==> src/rtl/lclk_pkg.sv <==
package lclk_pkg;

    typedef enum logic [1:0] {
        OP_STRICT  = 2'd0,
        OP_LOOSE   = 2'd1,
        OP_DELAY   = 2'd2,
        OP_PREEMPT = 2'd3
    } lclk_op_e;

    typedef enum logic {
        SMP_IDLE  = 1'b0,
        SMP_ARMED = 1'b1
    } smp_state_e;

    typedef enum logic {
        DLY_IDLE  = 1'b0,
        DLY_COUNT = 1'b1
    } dly_state_e;

    typedef enum logic {
        PRE_OPEN = 1'b0,
        PRE_SHUT = 1'b1
    } pre_state_e;

endpackage

==> src/rtl/lclk_sampler.sv <==
module lclk_sampler #(
    parameter bit LOOSE = 1'b0
) (
    input  logic clk,
    input  logic rst_n,
    input  logic step_vld,
    input  logic tick_a,
    input  logic tick_b,
    output logic tick_out
);
    import lclk_pkg::*;

    smp_state_e state_q, state_d;

    always_ff @(posedge clk) begin
        if (!rst_n) state_q <= SMP_IDLE;
        else        state_q <= state_d;
    end

    always_comb begin
        state_d  = state_q;
        tick_out = 1'b0;
        if (step_vld) begin
            unique case (state_q)
                SMP_IDLE: begin
                    // In loose mode a coincident trigger and reference fire at once.
                    if (LOOSE && tick_a && tick_b) tick_out = 1'b1;
                    // arm: only a trigger without a reference tick arms.
                    if (tick_a && !tick_b) state_d = SMP_ARMED;
                end
                SMP_ARMED: begin
                    // fire: the reference tick consumes the arming.
                    if (tick_b) begin
                        tick_out = 1'b1;
                        state_d  = SMP_IDLE;
                    end
                end
                default: state_d = SMP_IDLE;
            endcase
        end
    end
endmodule

==> src/rtl/lclk_delay.sv <==
module lclk_delay #(
    parameter int N = 3
) (
    input  logic clk,
    input  logic rst_n,
    input  logic step_vld,
    input  logic tick_a,
    input  logic tick_b,
    output logic tick_out
);
    import lclk_pkg::*;

    localparam int CW = (N > 1) ? $clog2(N) : 1;
    localparam logic [CW-1:0] LAST = CW'(N - 1);

    dly_state_e    state_q, state_d;
    logic [CW-1:0] phase_q, phase_d;

    always_ff @(posedge clk) begin
        if (!rst_n) begin
            state_q <= DLY_IDLE;
            phase_q <= '0;
        end else begin
            state_q <= state_d;
            phase_q <= phase_d;
        end
    end

    always_comb begin
        state_d  = state_q;
        phase_d  = phase_q;
        tick_out = 1'b0;
        if (step_vld) begin
            unique case (state_q)
                DLY_IDLE: begin
                    // start: a reference tick in this same step is not counted.
                    if (tick_a) begin
                        state_d = DLY_COUNT;
                        phase_d = '0;
                    end
                end
                DLY_COUNT: begin
                    // Trigger ticks are ignored while counting.
                    if (tick_b) begin
                        if (phase_q == LAST) begin
                            // expire
                            tick_out = 1'b1;
                            state_d  = DLY_IDLE;
                            phase_d  = '0;
                        end else begin
                            // advance
                            phase_d = phase_q + 1'b1;
                        end
                    end
                end
                default: state_d = DLY_IDLE;
            endcase
        end
    end
endmodule

==> src/rtl/lclk_preempt.sv <==
module lclk_preempt (
    input  logic clk,
    input  logic rst_n,
    input  logic step_vld,
    input  logic tick_a,
    input  logic tick_b,
    output logic tick_out
);
    import lclk_pkg::*;

    pre_state_e state_q, state_d;

    always_ff @(posedge clk) begin
        if (!rst_n) state_q <= PRE_OPEN;
        else        state_q <= state_d;
    end

    always_comb begin
        state_d  = state_q;
        tick_out = 1'b0;
        if (step_vld) begin
            unique case (state_q)
                PRE_OPEN: begin
                    if (tick_b) state_d = PRE_SHUT;  // cut
                    else        tick_out = tick_a;
                end
                PRE_SHUT: tick_out = 1'b0;
                default:  state_d = PRE_SHUT;
            endcase
        end
    end
endmodule

==> src/rtl/logical_tick_gen.sv <==
module logical_tick_gen #(
    parameter int N = 3
) (
    input  logic       clk,
    input  logic       rst_n,
    input  logic       step_vld,
    input  logic       tick_a,
    input  logic       tick_b,
    input  logic [1:0] op_sel,
    output logic       tick_out
);
    import lclk_pkg::*;

    localparam int NOPS = 4;

    logic [NOPS-1:0] op_tick;

    genvar g;
    generate
        for (g = 0; g < 2; g++) begin : g_smp
            lclk_sampler #(.LOOSE(g == 1)) u_smp (
                .clk(clk), .rst_n(rst_n), .step_vld(step_vld),
                .tick_a(tick_a), .tick_b(tick_b), .tick_out(op_tick[g])
            );
        end
    endgenerate

    lclk_delay #(.N(N)) u_dly (
        .clk(clk), .rst_n(rst_n), .step_vld(step_vld),
        .tick_a(tick_a), .tick_b(tick_b), .tick_out(op_tick[OP_DELAY])
    );

    lclk_preempt u_pre (
        .clk(clk), .rst_n(rst_n), .step_vld(step_vld),
        .tick_a(tick_a), .tick_b(tick_b), .tick_out(op_tick[OP_PREEMPT])
    );

    always_comb begin
        tick_out = rst_n & op_tick[op_sel];
    end
endmodule

==> config.mk <==
export PLATFORM = sky130hd
export DESIGN_NAME = logical_tick_gen
export DESIGN_NICKNAME = d
export VERILOG_FILES = /design/src/rtl/lclk_pkg.sv /design/src/rtl/lclk_sampler.sv /design/src/rtl/lclk_delay.sv /design/src/rtl/lclk_preempt.sv /design/src/rtl/logical_tick_gen.sv
export SDC_FILE = /design/constraint.sdc
export NUM_CORES = 1
export LEC_CHECK = 0
export CAP_MARGIN = 10
export CORE_AREA = 2 2 39 41
export DETAILED_ROUTE_END_ITERATION = 8
export DIE_AREA = 0 0 41 43
export REMOVE_ABC_BUFFERS = 1
export SLEW_MARGIN = 10
export SYNTH_ARGS = -nofsm -noshare
export SYNTH_HDL_FRONTEND = slang
export SYNTH_SLANG_ARGS = --single-unit
==> constraint.sdc <==
create_clock -name clk -period 1.35 [get_ports clk]
set_clock_uncertainty 0.15 [all_clocks]
set_input_delay 0.3375 -clock clk [delete_from_list [all_inputs] [get_ports clk]]
set_output_delay 0.3375 -clock clk [all_outputs]
set_load 0.03 [all_outputs]
== Word level (Yosys, flattened, before mapping) ==
Cells that the tools add are included.

* Output and inout bits: 1
* Logic and storage cells: 47
* Register bits: 6
* Input port bits: 7

* Bitwise operators: 5
* Reduce and logical (&&, ||, !) cells: 4
* Muxes and demuxes: 28
* $lt $le $gt $ge: 1
* Add/sub/neg operators: 1
* Eq/ne operators: 3

{| class="wikitable"
|+ Operator list
! kind !! number
|-
| $mux 1 || 18
|-
| $pmux 1 s2 || 5
|-
| $mux 2 || 3
|-
| $ne 2x2->1 const B || 2
|-
| $not 1->1 || 4
|-
| $pmux 2 s2 || 1
|-
| $lt 2x3->1 const B || 1
|-
| $reduce_and 3->1 || 1
|-
| $add 2x1->2 const B || 1
|-
| $bmux 1 s2 || 1
|-
| $eq 2x2->1 const B || 1
|-
| $logic_and 1x1->1 || 2
|-
| $and 1x1->1 || 1
|-
| $logic_not 1->1 || 1
|}

== Longest topological paths before layout ==
* Depth after elaboration: 8
* Mapped depth: 3
* Mapped depth without buffers: 3

== Cells and area by module ==
From an unflattened synthesis, not the netlist that was laid out.

* Cells, all modules: 35
* Area, all modules: 322.8 um^2

{| class="wikitable"
|+ Modules (own cells, without submodules)
! module !! area each (um^2) !! times used !! sequential area each (um^2) !! cells an instance
|-
| lclk_delay || 161.4 || 1 || 60.1 || 18
|-
| lclk_sampler at g_smp[1].u_smp || 45.0 || 1 || 20.0 || 6
|-
| lclk_preempt || 43.8 || 1 || 20.0 || 4
|-
| lclk_sampler at g_smp[0].u_smp || 43.8 || 1 || 20.0 || 5
|-
| logical_tick_gen || 28.8 || 1 || 0.0 || 2
|}

== Worst setup path before layout ==
Ideal clock, no wire load.

* Path type: register to output
* Start point: register u_dly.phase_q[1]
* End point: output port tick_out
* Cell stages (with the launch flop): 4
* Data arrival time: 966 ps
* Data required time: 863 ps
* Slack: -104 ps
* Buffers on the path: 0
* Cell sequence: dfxtp_1 > and4b_1 > mux2i_1 > a21oi_2

* Longest elaborated chain between the ends: 8

{| class="wikitable"
|+ RTL lines
! what !! line !! RTL
|-
| start: declaration || lclk_delay.sv:17 || <nowiki>logic [CW-1:0] phase_q, phase_d;</nowiki>
|-
| start signal: assignment || lclk_delay.sv:25 || <nowiki>phase_q <= phase_d;</nowiki>
|-
| $eq 2x2->1 || lclk_delay.sv:45 || <nowiki>if (phase_q == LAST) begin</nowiki>
|-
| $mux 1 || lclk_delay.sv:45 ||
|-
| $mux 1 || lclk_delay.sv:44 || <nowiki>if (tick_b) begin</nowiki>
|-
| $mux 1 || lclk_delay.sv:34 || <nowiki>unique case (state_q)</nowiki>
|-
| $mux 1 || lclk_delay.sv:33 || <nowiki>if (step_vld) begin</nowiki>
|-
| $bmux 1 s2 || logical_tick_gen.sv:39 || <nowiki>tick_out = rst_n & op_tick[op_sel];</nowiki>
|-
| $mux 1 (implied by the code) || logical_tick_gen.sv:39 ||
|-
| $and 1x1->1 || logical_tick_gen.sv:39 ||
|-
| end: declaration || logical_tick_gen.sv:10 || <nowiki>output logic tick_out</nowiki>
|}

Every way passes these cells. The select of a mux whose other input is x is not followed.

== Worst setup path after layout ==
* Start point: register u_dly.phase_q[0]
* End point: output port tick_out

The elaborated chain is that of the path after synthesis.

==> impl_metrics.env <==
export IMPL_status="complete, but fails checks"
export IMPL_violations="negative setup slack"
export IMPL_worstPathCellList="and4b_1 > mux2i_1 > a21oi_2 > buf_6"
export IMPL_die_area_sq_um=1760
export IMPL_ant_nets=0
export IMPL_min_to="g_smp[1].u_smp.state_q$_SDFFE_PN0P_"
export IMPL_intPower_mw=0.328
export IMPL_ys_seq_area_share_pct=40.7
export IMPL_firstDrtPassIters=2
export IMPL_nets=64
export IMPL_max_freq_mhz=594
export IMPL_yosysWarnings=0
export IMPL_setup_viol_count_final=1
export IMPL_grt_first_pass_wirelength_microns=1240
export IMPL_place_gp_congestion=0.737
export IMPL_r2r_start="u_dly.phase_q[1]$_SDFFE_PN0P_"
export IMPL_root_buffer="clkbuf_4"
export IMPL_fin_crit_sh_pct=125
export IMPL_post_route_util_pct=35.3
export IMPL_powerDensity_nw_per_um2=885
export IMPL_avgSynthCellArea_sq_um=8.44
export IMPL_worst_setup_path_end_kind="primary output"
export IMPL_synthesis_area_sq_um=295
export IMPL_vias=316
export IMPL_hold_path_startpoint="g_smp[1].u_smp.state_q$_SDFFE_PN0P_"
export IMPL_p_sw_mw=0.103
export IMPL_holdPathStages=2
export IMPL_finalCriticalPeriod_ns=1.68
export IMPL_fp_coreArea_sq_um=1380
export IMPL_critPathTopFamily="flip-flops"
export IMPL_overflow=0
export IMPL_grt_max_degree=7
export IMPL_initial_utilization_pct=21.3
export IMPL_area_delta_synth_final_pct=65.3
export IMPL_crit_fanout=2
export IMPL_cap_viol_max_count=0
export IMPL_detailed_place_hpwl_microns=588
export IMPL_finalHoldViolCount=0
export IMPL_fp_dieH_microns=43
export IMPL_rsz0062_at_grt="yes"
export IMPL_diodes=0
export IMPL_numPortBuffers=7
export IMPL_max_slew_worst_pin_slew_ns=0.250
export IMPL_antenna_found_initial=0
export IMPL_synth_cells=35
export IMPL_drcViolationCount=0
export IMPL_synth_top_area_share_pct=40.7
export IMPL_die_w_microns=41
export IMPL_reg2reg_slack_ns=0.23
export IMPL_path_buf_inv=1
export IMPL_cts_clk_slew_worst_paths_ns=0.05
export IMPL_place_ws_ns=-0.638
export IMPL_r2r_end="u_dly.phase_q[1]$_SDFFE_PN0P_"
export IMPL_min_path_type="flip-flop to flip-flop"
export IMPL_clock_power_share_pct=38.0
export IMPL_crit_required_ns=0.86
export IMPL_p_sw_share_pct=23.9
export IMPL_cts_htree_levels=1
export IMPL_clk_latency_ns=0.24
export IMPL_combPwrFrac_pct=17.7
export IMPL_first_iter_violations=3
export IMPL_cp_slowest_stage_delay_ns=0.32
export IMPL_ios=8
export IMPL_synth_area_leaders="dfxtp_1 (41%), a21oi_1 (5.1%), o21ai_0 (5.1%)"
export IMPL_core_rowCount=14
export IMPL_crit_type="flip-flop to primary output"
export IMPL_avgViaCountPerCell=4.45
export IMPL_cts_tree="yes"
export IMPL_clock_sinks=6
export IMPL_start_kind="flip-flop"
export IMPL_cts_max_path_buffers=2
export IMPL_synth_seq_cells=6
export IMPL_synthDistinctLibCells=20
export IMPL_numCtsBuffers=3
export IMPL_p_leak_nw=0.215
export IMPL_maxSlewViolCount=0
export IMPL_slew_headroom_pct=83.1
export IMPL_ff2ff_path_depth=4
export IMPL_worstPathArrival_ns=1.20
export IMPL_peakVddDrop_v=0.000353
export IMPL_layout_setup_ws_ns=-0.334
export IMPL_grt_pass1_vias=303
export IMPL_routedWlPerCell_microns=10.7
export IMPL_slowest_stage="dfxtp_1"
export IMPL_pwr_share_seq_pct=44.4
export IMPL_drive_gt1_share_pct=38.2
export IMPL_wirelength_microns=763
export IMPL_yosys_area_top_type="dfxtp_1"
export IMPL_grt_usage_pct=11.4
## how the worst max path moves through the flow
| stage | to | from | depth (start not counted) | slack, ns |
|---|---|---|---|---|
| floorplan | tick_out | u_dly.phase_q[1]$_SDFFE_PN0P_ | 3 | -0.10 |
| global placement | tick_out | op_sel[0] | 5 | -0.63 |
| detailed placement | tick_out | op_sel[0] | 5 | -0.64 |
| finish | tick_out | u_dly.phase_q[0]$_SDFFE_PN0P_ | 4 | -0.33 |
| global route | tick_out | g_smp[1].u_smp.state_q$_SDFFE_PN0P_ | 4 | -0.38 |
| CTS | tick_out | g_smp[1].u_smp.state_q$_SDFFE_PN0P_ | 4 | -0.33 |
## Yosys cell counts
cell,n
a21oi_1,3
nor2b_1,1
a21oi_2,1
and2_1,1
nand2_1,3
nand3_1,1
and4b_2,1
or3b_1,1
and4b_1,1
nor3b_1,1
o21ai_1,1
o2111ai_1,1
inv_1,2
o21ai_0,3
o21a_1,1
o221a_2,1
nor3_1,1
dfxtp_1,6
nor2_1,4
mux2i_1,1
## cell families (layout without fill, tap and decap cells)
group	Yosys count	in the layout	share of synthesized area, %
AND/OR/NAND/NOR	15	15	29.2
flip-flops	6	6	40.7
AO/OA/AOI/OAI	11	11	24.1
multiplexers	1	1	3.39
buffers and inverters	2	22	2.54
## area by class of cell
class                      count  area (sq um)
timing repair buffer          17           138
tap                           16          20.0
sequential                     6           121
clock buffer                   3          22.5
inverter                       2          7.51
multi-input combinational     27           179
fill                         162           896
## routing by layer
metal	routed length (microns)	vias up	global-route usage (%)	part of all wire (%)
li1	-	170	-	-
met1	365	136	13.3	48
met2	351	8	14.1	46
met3	26	2	4.71	3.4
met4	19	0	12.0	2.5
met5	0	-	0	0
## sequential cells by signal (all words and copies together) (netlist names)
register and cells:
g_smp.u_smp.state_q 2, u_dly.phase_q 2, u_dly.state_q 1, u_pre.state_q 1
## layout by cell type (no fill, tap or decap), drive strengths merged
cell type | Yosys | routed
a21oi | 4 | 4
and2 | 1 | 1
and4b | 2 | 2
buf | 0 | 12
clkbuf | 0 | 3
clkdlybuf4s15 | 0 | 2
dfxtp | 6 | 6
dlygate4sd2 | 0 | 3
inv | 2 | 2
mux2i | 1 | 1
nand2 | 3 | 3
nand3 | 1 | 1
nor2 | 4 | 4
nor2b | 1 | 1
nor3 | 1 | 1
nor3b | 1 | 1
o2111ai | 1 | 1
o21a | 1 | 1
o21ai | 4 | 4
o221a | 1 | 1
or3b | 1 | 1
## worst min-delay path, stage by stage, from the launching register on
cell	delay (ns)
dfxtp_2	0.32
nor2_1	0.04
nor2_1	0.07
## power by group through the flow
| stage | clock (mW) | combinational, mW | sequential (mW) |
|---|---|---|---|
| after floorplan | 0 | 0.0269 | 0.194 |
| after global placement | 0 | 0.0780 | 0.194 |
| after detailed placement | 0 | 0.0783 | 0.194 |
| after CTS | 0.173 | 0.0767 | 0.191 |
| after global routing | 0.188 | 0.0842 | 0.192 |
| final | 0.164 | 0.0763 | 0.192 |
## what timing repair did
action / in CTS / in global routing
endpoints found under the hold margin: 0 / 0
resized for setup: 14 / 1
pin swaps: 2 / 0
setup endpoints to repair: 3 / 1
setup buffers: 1 / 0
hold buffers: 0 / 0
## metrics by stage
stage               cells  instance area, sq um  TNS [ns]  hold slack [ns]  total power, mW
finish                 71                   488    -0.334            0.311            0.432
global route           71                   488    -0.383            0.351            0.464
CTS                    71                   487    -0.326            0.327            0.440
detailed placement     67                   450     -1.71            0.313            0.272
global placement       67                   450     -1.76            0.314            0.272
floorplan              35                   295    -0.104            0.277            0.221
(Power assumes the default switching activity.)
